==> config.mk <==
export PLATFORM = sky130hd
export DESIGN_NAME = intc_dual_top
export DESIGN_NICKNAME = d
export VERILOG_FILES = /design/src/rtl/intc_pkg.sv /design/src/rtl/intc_ctrl.sv /design/src/rtl/intc_datapath.sv /design/src/rtl/intc_dual_top.sv
export SDC_FILE = /design/constraint.sdc
export NUM_CORES = 1
export LEC_CHECK = 0
export BUFFER_PORTS_ARGS = -buffer_cell sky130_fd_sc_hd__buf_2
export CAP_MARGIN = 20
export CORE_ASPECT_RATIO = 0.6
export CORE_MARGIN = 8
export CORE_UTILIZATION = 56
export DETAILED_ROUTE_END_ITERATION = 10
export HOLD_SLACK_MARGIN = 0.06
export MAX_ROUTING_LAYER = met4
export PLACE_DENSITY = 0.76
export REMOVE_ABC_BUFFERS = 1
export SYNTH_ARGS = -nofsm -noshare
export SYNTH_HDL_FRONTEND = slang
export SYNTH_HIERARCHICAL = 1
export SYNTH_SLANG_ARGS = --single-unit
==> constraint.sdc <==
create_clock -name clk -period 2.2 [get_ports clk]
set_input_delay 0.11 -clock clk [delete_from_list [all_inputs] [get_ports clk]]
set_output_delay 0.11 -clock clk [all_outputs]
set_load 0.02 [all_outputs]
==> src/rtl/intc_pkg.sv <==
package intc_pkg;
  localparam int OFF_STAT0 = 'h00;
  localparam int OFF_STAT1 = 'h04;
  localparam int OFF_TYPE  = 'h20;
  localparam int OFF_RAW   = 'h30;
  localparam int OFF_ESET  = 'h34;
  localparam int OFF_ECLR  = 'h38;

  typedef enum logic [2:0] {
    RD_NONE, RD_STAT0, RD_STAT1, RD_TYPE, RD_RAW, RD_EN
  } rdSel_e;

  typedef struct packed {
    logic   wrSet;
    logic   wrClr;
    logic   wrType;
    rdSel_e rdSel;
  } regStrb_t;
endpackage

==> src/rtl/intc_ctrl.sv <==
module intc_ctrl
  import intc_pkg::*;
#(
  parameter int ADDR_W = 8
) (
  input  logic [ADDR_W-1:0] busAddr,
  input  logic              busWe,
  output regStrb_t          strb
);
  always_comb begin
    strb = '{wrSet: 1'b0, wrClr: 1'b0, wrType: 1'b0, rdSel: RD_NONE};
    if (busAddr == ADDR_W'(OFF_STAT0)) begin
      strb.rdSel = RD_STAT0;
    end else if (busAddr == ADDR_W'(OFF_STAT1)) begin
      strb.rdSel = RD_STAT1;
    end else if (busAddr == ADDR_W'(OFF_TYPE)) begin
      strb.rdSel  = RD_TYPE;
      strb.wrType = busWe;
    end else if (busAddr == ADDR_W'(OFF_RAW)) begin
      strb.rdSel = RD_RAW;
    end else if (busAddr == ADDR_W'(OFF_ESET)) begin
      strb.rdSel = RD_EN;
      strb.wrSet = busWe;
    end else if (busAddr == ADDR_W'(OFF_ECLR)) begin
      strb.rdSel = RD_EN;
      strb.wrClr = busWe;
    end
  end
endmodule

==> src/rtl/intc_datapath.sv <==
module intc_datapath
  import intc_pkg::*;
#(
  parameter int DATA_W      = 32,
  parameter int SYNC_STAGES = 2
) (
  input  logic                  clk,
  input  logic                  rstN,
  input  logic [DATA_W-2:0]     irqIn,
  input  regStrb_t              strb,
  input  logic [DATA_W-1:0]     wrData,
  output logic [DATA_W-1:0]     rdData,
  output logic                  cpuIrq0,
  output logic                  cpuIrq1
);
  localparam int NUM_SRC = DATA_W - 1;
  localparam int GLB     = DATA_W - 1;

  logic [NUM_SRC-1:0] syncQ [SYNC_STAGES];
  logic [DATA_W-1:0]  enMask;
  logic [NUM_SRC-1:0] typeReg;
  logic [NUM_SRC-1:0] rawLines, maskQ0, maskQ1;
  logic               globalOn;

  always_ff @(posedge clk) begin
    if (!rstN) begin
      for (int i = 0; i < SYNC_STAGES; i++) syncQ[i] <= '0;
    end else begin
      syncQ[0] <= irqIn;
      for (int i = 1; i < SYNC_STAGES; i++) syncQ[i] <= syncQ[i-1];
    end
  end

  assign rawLines = syncQ[SYNC_STAGES-1];

  always_ff @(posedge clk) begin
    if (!rstN) begin
      enMask  <= '0;
      typeReg <= '0;
    end else begin
      if (strb.wrSet)  enMask  <= enMask | wrData;
      if (strb.wrClr)  enMask  <= enMask & ~wrData;
      if (strb.wrType) typeReg <= wrData[NUM_SRC-1:0];
    end
  end

  assign globalOn = enMask[GLB];
  assign maskQ0   = globalOn ? (rawLines & enMask[NUM_SRC-1:0] & ~typeReg) : '0;
  assign maskQ1   = globalOn ? (rawLines & enMask[NUM_SRC-1:0] & typeReg)  : '0;

  always_ff @(posedge clk) begin
    if (!rstN) begin
      cpuIrq0 <= 1'b0;
      cpuIrq1 <= 1'b0;
    end else begin
      cpuIrq0 <= |maskQ0;
      cpuIrq1 <= |maskQ1;
    end
  end

  always_comb begin
    unique case (strb.rdSel)
      RD_STAT0: rdData = {1'b0, maskQ0};
      RD_STAT1: rdData = {1'b0, maskQ1};
      RD_TYPE:  rdData = {1'b0, typeReg};
      RD_RAW:   rdData = {1'b0, rawLines};
      RD_EN:    rdData = enMask;
      default:  rdData = '0;
    endcase
  end

  // set write raises the requested bits and leaves the others
  p_set_hits_r2: assert property (@(posedge clk) disable iff (!rstN)
    strb.wrSet |=> ((enMask & $past(wrData)) == $past(wrData)));
  p_set_keeps_r2: assert property (@(posedge clk) disable iff (!rstN)
    strb.wrSet |=> (((enMask ^ $past(enMask)) & ~$past(wrData)) == '0));
  // clear write drops the requested bits and leaves the others
  p_clr_hits_r3: assert property (@(posedge clk) disable iff (!rstN)
    strb.wrClr |=> ((enMask & $past(wrData)) == '0));
  p_clr_keeps_r3: assert property (@(posedge clk) disable iff (!rstN)
    strb.wrClr |=> (((enMask ^ $past(enMask)) & ~$past(wrData)) == '0));
  // master enable off keeps both outputs low on the next edge
  p_global_gate_r4: assert property (@(posedge clk) disable iff (!rstN)
    !enMask[GLB] |=> (!cpuIrq0 && !cpuIrq1));
  // an output is only raised by a source steered to it
  p_route0_r5: assert property (@(posedge clk) disable iff (!rstN)
    cpuIrq0 |-> $past(|(enMask[NUM_SRC-1:0] & ~typeReg)));
  p_route1_r5: assert property (@(posedge clk) disable iff (!rstN)
    cpuIrq1 |-> $past(|(enMask[NUM_SRC-1:0] & typeReg)));
endmodule

==> src/rtl/intc_dual_top.sv <==
module intc_dual_top
  import intc_pkg::*;
#(
  parameter int ADDR_W      = 8,
  parameter int DATA_W      = 32,
  parameter int SYNC_STAGES = 2
) (
  input  logic              clk,
  input  logic              rstN,
  input  logic [DATA_W-2:0] irqIn,
  input  logic [ADDR_W-1:0] busAddr,
  input  logic              busWe,
  input  logic [DATA_W-1:0] busWdata,
  output logic [DATA_W-1:0] busRdata,
  output logic              cpuIrq0,
  output logic              cpuIrq1
);
  regStrb_t strb;

  intc_ctrl #(.ADDR_W(ADDR_W)) uCtrl (
    .busAddr(busAddr),
    .busWe  (busWe),
    .strb   (strb)
  );

  intc_datapath #(.DATA_W(DATA_W), .SYNC_STAGES(SYNC_STAGES)) uData (
    .clk    (clk),
    .rstN   (rstN),
    .irqIn  (irqIn),
    .strb   (strb),
    .wrData (busWdata),
    .rdData (busRdata),
    .cpuIrq0(cpuIrq0),
    .cpuIrq1(cpuIrq1)
  );
endmodule

==> metrics list <==
- The run finished, with violations left.
- The final reports fail on setup timing.
- Entering global routing, the biggest net connects 63 pins.
- Placer congestion estimate: 0.869
* Slowest-stage cell, CP: sky130_fd_sc_hd__or4_4
- Final critical-path required period: 2.31 ns
- The total count of hold-check failures in the final report is 0.
- Area of the die: 14100 µm²
- Bufs and invs on worst path: 4
- Cell mode on critical path: sky130_fd_sc_hd__buf_4
- For the final routed database, the setup TNS stands at -1.10 ns.
* Total routing resource utilization after global routing: 28.3%
- For this run, asynchronously set or reset flops after synthesis account for 0%.
- By startpoint and endpoint, the worst setup path is classified as input port to output port.
* Multi-input logic area: 3280 µm²
- Register area: 2540 µm²
- Yosys cell types: 45
* Max rail drop VDD: 0.534 mV
- Global-route wire length before repair: 30700 µm
- For this design, the sink count on the clock tree is 127.
- Worst Path Max Fanout: 9
* Worst-case clock skew: 0.00538 ns
- Setup repair after global routing could not meet its margin everywhere.
- The largest total area in the synthesized netlist belongs to sky130_fd_sc_hd__dfxtp_1.
- Share of layout cells above drive strength 1: 27.6%
- Counting flops and latches in the post-synthesis netlist gives 127.
- Data on the critical path arrives at its endpoint at 2.20 ns.
* Dominant register cell in the synthesized netlist: sky130_fd_sc_hd__dfxtp_1
* Clock latency on the worst-skew pair: 0.41 ns
* Number of standard cells after synthesis: 638
- Routed vias: 6225
- Total Power: 5.50 mW
- Portion of the post-synthesis area used by sequential elements: 43.2%
* Sort of element at the start of the critical path: input port
* Number of synthesized flops with an enable pin: 0
- After floorplanning, the core was divided into 29 placement rows.
* Number of pins with negative max-slew slack in the final report: 0
- The via count of the first global-routing pass came to 5989.
* Effective utilization at floorplan: 56.7%
- In the final design database the tool counted 893 nets.
* Kind of end point of the critical path: output port
- Final hold slack: 0.216 ns
- The cell area that synthesis handed to floorplanning was 5880 µm².
* Max Clock Freq: 433 MHz
- In this run the most used layer during global routing was met2.
- In this run switching power makes up 22.8% of total power.
- Compared with the post-synthesis result, the final layout area differs by 44.8%.
- Die Ht: 95.4 µm
- Among cell families on the critical path, the largest total delay comes from simple AND/OR/NAND/NOR gates.
* GR met2 Demand/Resource: 45.1%
* Min-Delay Path Class: input port to register
- Power Dens Cells: 646 nW/µm²
- Proportion of power drawn by flip-flops and latches: 43.4%
- Of the total power, combinational logic draws 6.3%.
- Total CTS buffers: 17
* Clock group share of total power: 50.3%
* Number of design-rule violations left by the first detailed-router iteration: 715
* Fraction of the cycle the final worst path needs: 105%
- CP Cell Sequence: buf_6 > or4_4 > a2bb2oi_2 > nor3_4 > buf_4 > nand2b_4 > buf_12 > o22a_1 > o22ai_1 > buf_4
* Placement-stage worst setup slack: -0.0943 ns
* Root cell of the clock tree: sky130_fd_sc_hd__clkbuf_16
* Clock tree from TritonCTS: built
- No sink is reached through more buffers than the 2 on the longest clock path.
- Core region area: 10400 µm²
- The number of antenna violations at the first check in global routing came to 0.
* Number of inserted diodes: 0
* Cell leakage power: 3.12 nW
- Met1 GRT Util: 34.3%
- Mean number of vias per cell: 6.41
* Delay of the slowest critical-path stage: 0.55 ns
- MaxCap Viol Count: 0
- In the final routed layout, each cell accounts on average for 21.2 µm.
- Switching power: 1.26 mW
* Count of port buffers added during placement: 107
* Final antenna-violating net count: 0
- Number of setup violations in the final report: 21
- Residual DRC count: 0
- Sorting the synthesized cells by area gives the leading types as sky130_fd_sc_hd__dfxtp_1, sky130_fd_sc_hd__mux2i_1, sky130_fd_sc_hd__and2_1.
* Maximum level of the CTS H-tree: 4
- Reg clk slew, reported paths: 0.06 ns
- Summed over all layers, the routed wires come to 20600 µm.
- Chip Width: 148 µm
- First-pass detailed-route iteration total: 5
- Overflow left after global routing: 0
- Setup slack on the critical path of the routed design comes to -0.109 ns.
* Most frequent standard cell in the layout excluding fill and tap cells: sky130_fd_sc_hd__dfxtp_1
- Cell internal power was estimated by the tool at 4.24 mW.
* Filler Cell Count: 617
- Headroom to the max-slew limit came out at 59.0%.
* Transition time of the tightest slew-check pin: 0.615 ns
* Top library cells by usage in the layout, fill and taps aside: sky130_fd_sc_hd__dfxtp_1, sky130_fd_sc_hd__buf_2, sky130_fd_sc_hd__mux2i_1
- Met3 Resource Use GR: 7.82%
* Required time at the endpoint of the critical path: 2.09 ns
- Averaged over all synthesized cells, the footprint is 9.22 µm².
- Half-perimeter wire length of the detailed placement result: 11600 µm
* Proportion of netlist area held by the largest area contributor: 43.2%
- In this run the count of I/O pins placed on the die edge is 108.
* Synth warnings: 6
==> cell families after synthesis <==
family	after synthesis	share of synthesized area (%)
DFF	127	43.2
xor gates and xnor gates	2	0.298
and+or+nand+nor	206	20.0
buffers and inverters	62	5.04
muxes	65	11.1
AOI/OAI and AO/OA	176	20.3
==> what timing repair did <==
action | in CTS | in global routing
pin swaps | 13 | 16
buffers inserted | 3 | 5
hold endpoints to repair | 94 | 0
resized for setup | 68 | 44
gates cloned | 2 | 3
setup endpoints to repair | 31 | 32
hold buffers | 63 | 0
==> path summary, 6_finish.rpt <==
check | to | from | cells past startpoint | slack, ns
setup reg to reg | uData/cpuIrq0 | register | 5 | 0.39
setup / recovery | busRdata[30] | busAddr[7] | 10 | -0.11
hold / removal | uData/typeReg[24] | rstN | 3 | 0.22
hold reg to reg | uData/syncQ[0][42] | uData/syncQ[0][11] | 1 | 0.43
==> routing by layer <==
layer / wire length (µm) / vias up
met2: 9450 / 415
met3: 2140 / 76
met1: 8520 / 2963
li1: - / 2771
met5: 0 / -
met4: 488 / 0
==> synthesized netlist by cell type, types with 2 or more instances <==
master                        n
sky130_fd_sc_hd__a22o_1       2
sky130_fd_sc_hd__o32a_1      10
sky130_fd_sc_hd__nand2b_1     9
sky130_fd_sc_hd__o21a_1       3
sky130_fd_sc_hd__o211ai_1     4
sky130_fd_sc_hd__a21oi_1     36
sky130_fd_sc_hd__nor3b_1      4
sky130_fd_sc_hd__buf_4        4
sky130_fd_sc_hd__nand3_1     23
sky130_fd_sc_hd__and2_1      63
sky130_fd_sc_hd__a22oi_1      2
sky130_fd_sc_hd__nor2_1      33
sky130_fd_sc_hd__o22a_1       2
sky130_fd_sc_hd__nand4b_1    12
sky130_fd_sc_hd__buf_1        5
sky130_fd_sc_hd__buf_2       15
sky130_fd_sc_hd__nand4_1     19
sky130_fd_sc_hd__clkbuf_1    25
sky130_fd_sc_hd__a31oi_1     20
sky130_fd_sc_hd__nand2_1     24
sky130_fd_sc_hd__a2bb2oi_1    6
sky130_fd_sc_hd__a211oi_1    33
sky130_fd_sc_hd__o221ai_1     2
sky130_fd_sc_hd__buf_6        4
sky130_fd_sc_hd__o21ai_0      9
sky130_fd_sc_hd__inv_1        9
sky130_fd_sc_hd__o2111ai_1    6
sky130_fd_sc_hd__mux2i_1     65
sky130_fd_sc_hd__nor4_1       3
sky130_fd_sc_hd__dfxtp_1    127
sky130_fd_sc_hd__and3_1       8
sky130_fd_sc_hd__o22ai_1     37
sky130_fd_sc_hd__nor3_1       2
==> worst register-to-register path, cell delays in order (launching register included) <==
cell	delay [ns]
sky130_fd_sc_hd__dfxtp_2	0.41
sky130_fd_sc_hd__buf_12	0.20
sky130_fd_sc_hd__nand4b_1	0.18
sky130_fd_sc_hd__nand4_1	0.13
sky130_fd_sc_hd__nor4_1	0.51
sky130_fd_sc_hd__a41oi_1	0.22
==> power by group through the flow <==
stage / Combinational (mW) / Sequential (mW) / Clock, mW
after detailed placement: 0.227 / 2.43 / 0
after global routing: 0.367 / 2.39 / 2.90
after global placement: 0.218 / 2.43 / 0
after floorplan: 0.0883 / 2.42 / 0
after CTS: 0.324 / 2.38 / 2.78
final: 0.344 / 2.39 / 2.77
==> final cells by class <==
cell class,count,share of cell area [%]
tap,139,2.04
sequential,127,29.9
multi-input combinational,450,38.5
clock buffer,19,5.20
inverter,9,0.397
clock inverter,13,1.65
timing repair buffer,214,22.3
==> per-stage QoR <==
stage / utilization (%) / cell area (µm²) / instances
after floorplan: - / 5620 / 585
after global placement: 64.8 / 6720 / 863
after detailed placement: 64.8 / 6720 / 863
after CTS: 79.5 / 8250 / 963
after global routing: 82.0 / 8510 / 971
final: 82.0 / 8510 / 971
(Power assumes the default switching activity.)
